==> src/rtl/rasx_pkg.sv <==
package rasx_pkg;
  typedef enum logic [1:0] {
    SH_HOLD = 2'd0,
    SH_DOWN = 2'd1,
    SH_UP   = 2'd2
  } shift_e;
endpackage

==> src/rtl/rasx_op_decode.sv <==
module rasx_op_decode
  import rasx_pkg::*;
(
  input  logic   push_i,
  input  logic   pop_i,
  output shift_e shift_o
);
  // a push wins over a pop in the same cycle
  always_comb begin
    if (push_i)     shift_o = SH_DOWN;
    else if (pop_i) shift_o = SH_UP;
    else            shift_o = SH_HOLD;
  end
endmodule

==> src/rtl/rasx_level.sv <==
module rasx_level
  import rasx_pkg::*;
#(
  parameter int WIDTH = 9
) (
  input  logic             clk,
  input  logic             rst,
  input  shift_e           shift_i,
  input  logic [WIDTH-1:0] from_above_i,
  input  logic [WIDTH-1:0] from_below_i,
  output logic [WIDTH-1:0] q_o
);
  always_ff @(posedge clk) begin
    if (rst) begin
      q_o <= '0;
    end else begin
      unique case (shift_i)
        SH_DOWN: q_o <= from_above_i;
        SH_UP:   q_o <= from_below_i;
        default: q_o <= q_o;
      endcase
    end
  end

  assert_level_reset_R1: assert property (@(posedge clk) rst |=> q_o == '0);
endmodule

==> src/rtl/rasx_stack.sv <==
module rasx_stack
  import rasx_pkg::*;
#(
  parameter int WIDTH = 9,
  parameter int DEPTH = 3
) (
  input  logic             clk,
  input  logic             rst,
  input  logic             push_i,
  input  logic [WIDTH-1:0] push_addr_i,
  input  logic             pop_i,
  output logic [WIDTH-1:0] tos_o
);
  localparam int LAST = DEPTH - 1;

  shift_e           shift;
  logic [WIDTH-1:0] lvl [DEPTH];

  rasx_op_decode u_dec (
    .push_i  (push_i),
    .pop_i   (pop_i),
    .shift_o (shift)
  );

  for (genvar g = 0; g < DEPTH; g++) begin : g_lvl
    logic [WIDTH-1:0] above;
    logic [WIDTH-1:0] below;
    if (g == 0) begin : g_top
      assign above = push_addr_i;
    end else begin : g_mid
      assign above = lvl[g-1];
    end
    if (g == LAST) begin : g_deep
      assign below = lvl[g];   // deepest level keeps its contents on a pop
    end else begin : g_up
      assign below = lvl[g+1];
    end
    rasx_level #(.WIDTH(WIDTH)) u_lvl (
      .clk          (clk),
      .rst          (rst),
      .shift_i      (shift),
      .from_above_i (above),
      .from_below_i (below),
      .q_o          (lvl[g])
    );
  end

  assign tos_o = lvl[0];

  assert_reset_R1: assert property (@(posedge clk) rst |=> tos_o == '0);
  assert_push_top_R2: assert property (@(posedge clk) disable iff (rst)
    push_i |=> tos_o == $past(push_addr_i));
  assert_push_shift_R2: assert property (@(posedge clk) disable iff (rst)
    push_i |=> lvl[1] == $past(tos_o));
  assert_pop_top_R3: assert property (@(posedge clk) disable iff (rst)
    (pop_i && !push_i) |=> tos_o == $past(lvl[1]));
  assert_pop_deep_keep_R4: assert property (@(posedge clk) disable iff (rst)
    (pop_i && !push_i) |=> lvl[LAST] == $past(lvl[LAST]));
  assert_overflow_drop_R5: assert property (@(posedge clk) disable iff (rst)
    push_i |=> lvl[LAST] == $past(lvl[LAST-1]));
  assert_push_wins_R6: assert property (@(posedge clk) disable iff (rst)
    (push_i && pop_i) |=> (tos_o == $past(push_addr_i) && lvl[1] == $past(tos_o)));
  assert_idle_hold_R7: assert property (@(posedge clk) disable iff (rst)
    (!push_i && !pop_i) |=> ($stable(tos_o) && $stable(lvl[LAST])));
endmodule

==> config.mk <==
export PLATFORM = sky130hd
export DESIGN_NAME = rasx_stack
export DESIGN_NICKNAME = d
export VERILOG_FILES = /design/src/rtl/rasx_pkg.sv /design/src/rtl/rasx_op_decode.sv /design/src/rtl/rasx_level.sv /design/src/rtl/rasx_stack.sv
export SDC_FILE = /design/constraint.sdc
export NUM_CORES = 1
export LEC_CHECK = 0
export ABC_AREA = 1
export ABC_CLOCK_PERIOD_IN_PS = 850
export BUFFER_PORTS_ARGS = -buffer_cell sky130_fd_sc_hd__buf_2
export CAP_MARGIN = 40
export CORE_ASPECT_RATIO = 0.7
export CORE_MARGIN = 2
export CORE_UTILIZATION = 54
export CTS_CLUSTER_DIAMETER = 30
export DETAILED_ROUTE_END_ITERATION = 10
export PLACE_DENSITY = 0.75
export SYNTH_ARGS = -nofsm -noshare
export SYNTH_HDL_FRONTEND = slang
export SYNTH_SLANG_ARGS = --single-unit
==> constraint.sdc <==
create_clock -name clk -period 0.85 [get_ports clk]
set_input_delay 0 -clock clk [delete_from_list [all_inputs] [get_ports clk]]
set_output_delay 0 -clock clk [all_outputs]
set_load 0.005 [all_outputs]
==> impl_metrics.ini <==
[status]
run_status = finished with violations
violations = negative hold slack

[min_path]
worstHoldPathType = in2reg
holdCritStartpoint = push_addr_i[2]

[sta]
fin_ws_ps = 51.07
setup_viol = 0
fin_skew_ps = 2.791
hold_ws_ps = -2.181
period_minus_slack_ps = 798.9
fin_tns_setup_ps = 0
fmax_mhz = 1252
rsz0062_at_grt = false
finalCritPeriodShare = 0.9399
hold_viol_final = 1
relSlewSlack = 0.8641
final_max_slew_viol_count = 0
tightest_slew_ps = 203.8

[setup_path]
worstSetupEndpoint = tos_o[0]
startpoint = g_lvl[0].u_lvl.q_o[0]
ff2ff_path_depth = 5
crit_buf_inv = 1
cp_top_family = flip-flops
cp.required_ps = 850
critical_path_class = reg2out
arrival_ps = 800
cp_max_fo = 3
crit_slowest_cell = dfxtp_2
crit_cells = 1
r2r_slack_ps = 70
path_cells = buf_2
r2r-start = g_lvl[0].u_lvl.q_o[1]
end_kind = output port
max_stage_delay_ps = 370
startpoint_type = flop
worstReg2RegEnd = g_lvl[1].u_lvl.q_o[1]

[clock_network]
h-tree-depth = 1
cts.clk_slew.worst_paths_ps = 140
clock_path_buffers = 2
cts_made_buffers = 3
cts_tree = built
insertion_delay_ps = 320
root_buffer = clkbuf_4
cts_sinks = 27

[die]
die_x_um = 62.45
start_util = 0.5850
io_pins = 22
dieArea_um2 = 2804
coreArea_um2 = 2207
fp.dieH_um = 44.91
num_rows = 14

[logic_synthesis]
ys_async_sr_fraction = 0
synth.top_cells.by_count = nand2_1 (46), dfxtp_1 (27), nand3_1 (26)
netlist_area_um2 = 1291
synth_enable_flop_cells = 0
syn_inst = 175
synth_top_area_share = 0.4186
yosysTopAreaCell = dfxtp_1
synth-seq-cells = 27
synth_most_common_cell = nand2_1
synth.distinct_cells = 16
ys_top_cells_by_area = dfxtp_1 (42%), nand2_1 (13%), nand3_1 (10%)
synthFlopType = dfxtp_1
synth_fp_nets = 188
synth.avg_cell_area_um2 = 7.379
yosysSeqAreaShare = 0.4186
yosysWarnings = 0

[layout]
top_register = g_lvl.u_lvl.q_o
finalNetCount = 221
reg_top3 = g_lvl.u_lvl.q_o x27
antennaDiodeCount = 0
largest_reg_flops = 27
area_growth_syn_to_layout_pct = 25.19
drive_above_1_share = 0.3140
final_cell_area_um2 = 1617

[global_routing]
grt_max_degree = 28
grt_pass1_wl_mm = 4.692
first_global_vias = 1107
overflow = 0
antenna_found_initial = 0
grtUsageTotal = 0.2144

[route]
drt-initial-drc-count = 62
viasPerCell = 4.908
drc_errors = 0
ant_nets = 0
routedWlPerCell_um = 11.92
wl_mm = 2.849
vias = 1173
firstDrtPassIters = 4

[place]
place_ws_ps = 24.74
place.gp.congestion = 0.7978
dpl.hpwl_mm = 1.828
placed_cell_area_um2 = 1466
io_buffer_count = 21

[power_and_ir_drop]
power_mw = 2.320
vdd_ir_drop_max_v = 0.001089
power.density_nw_per_um2 = 1435
p_leak_nw = 0.9020

[run]
cap_violations = 0
## how the worst min path moves through the flow
| stage | endpoint | slack (ps) | depth (start not counted) |
|---|---|---|---|
| 3_3_place_gp | g_lvl[2].u_lvl.q_o[2] | 180 | 2 |
| 2_1_floorplan | g_lvl[2].u_lvl.q_o[2] | 70 | 1 |
| 3_5_place_dp | g_lvl[2].u_lvl.q_o[2] | 180 | 2 |
| 5_1_grt | g_lvl[0].u_lvl.q_o[5] | 30 | 5 |
| 6_report | g_lvl[0].u_lvl.q_o[2] | -2 | 5 |
| 4_1_cts | g_lvl[0].u_lvl.q_o[5] | 1 | 5 |
## stage by stage
stage	cells	util	hold slack [ps]
6_report	239	0.7324	-2.181
5_1_grt	239	0.7324	32.61
4_1_cts	237	0.7137	1.303
3_5_place_dp	225	0.6644	183.6
3_3_place_gp	225	0.6644	182.6
2_1_floorplan	175	-	69.07
## layout by cell type (no fill, tap or decap)
cell type / Yosys / final
dfxtp_2: 0 / 9
buf_4: 2 / 3
nand3_2: 10 / 10
inv_1: 19 / 18
inv_2: 1 / 2
clkbuf_4: 1 / 3
clkbuf_1: 0 / 1
dlygate4sd3_1: 0 / 8
buf_2: 4 / 21
nand2_2: 10 / 10
nor2_8: 1 / 1
buf_12: 1 / 5
a21oi_1: 1 / 1
dfxtp_1: 27 / 18
o21ai_1: 8 / 8
nand3_1: 26 / 26
nand2_1: 46 / 46
clkbuf_16: 0 / 1
nor2_1: 16 / 16
## cells by family after synthesis
| logic type | Yosys count | synth area share |
|---|---|---|
| DFF | 27 | 0.4186 |
| AOI/OAI and AO/OA | 9 | 0.03488 |
| buffers and inverters | 30 | 0.1240 |
| and+or+nand+nor | 109 | 0.4225 |
## report_power, final
group          switching, mW  total, mW  leakage (nW)  internal [mW]
registers             0.0408       1.37         0.225           1.33
clock network          0.361      0.544        0.0150          0.184
logic                  0.207      0.404         0.662          0.198
total                  0.608       2.32         0.902           1.71
## timing repair
item,in CTS,in global routing
hold endpoints to repair,8,0
resized for setup,2,8
buffers inserted,0,1
gates cloned,0,1
setup endpoints to repair,2,10
hold buffers,8,0
## per-layer routing
| metal | global-route usage | share of wire |
|---|---|---|
| met1 | 0.2504 | 0.47 |
| met2 | 0.4065 | 0.48 |
| met3 | 0.05486 | 0.031 |
| met4 | 0.05333 | 0.015 |
| met5 | 0 | 0 |
## area by class of cell
cell class | count | area, µm²
Inverter | 20 | 75.07
Multi-Input combinational cell | 118 | 590.6
Sequential cell | 27 | 551.8
Tap cell | 32 | 40.04
Timing Repair Buffer | 38 | 332.8
Clock buffer | 4 | 26.28
Fill cell | 188 | 590.6
Note: power is estimated with default switching activity, not from simulation.
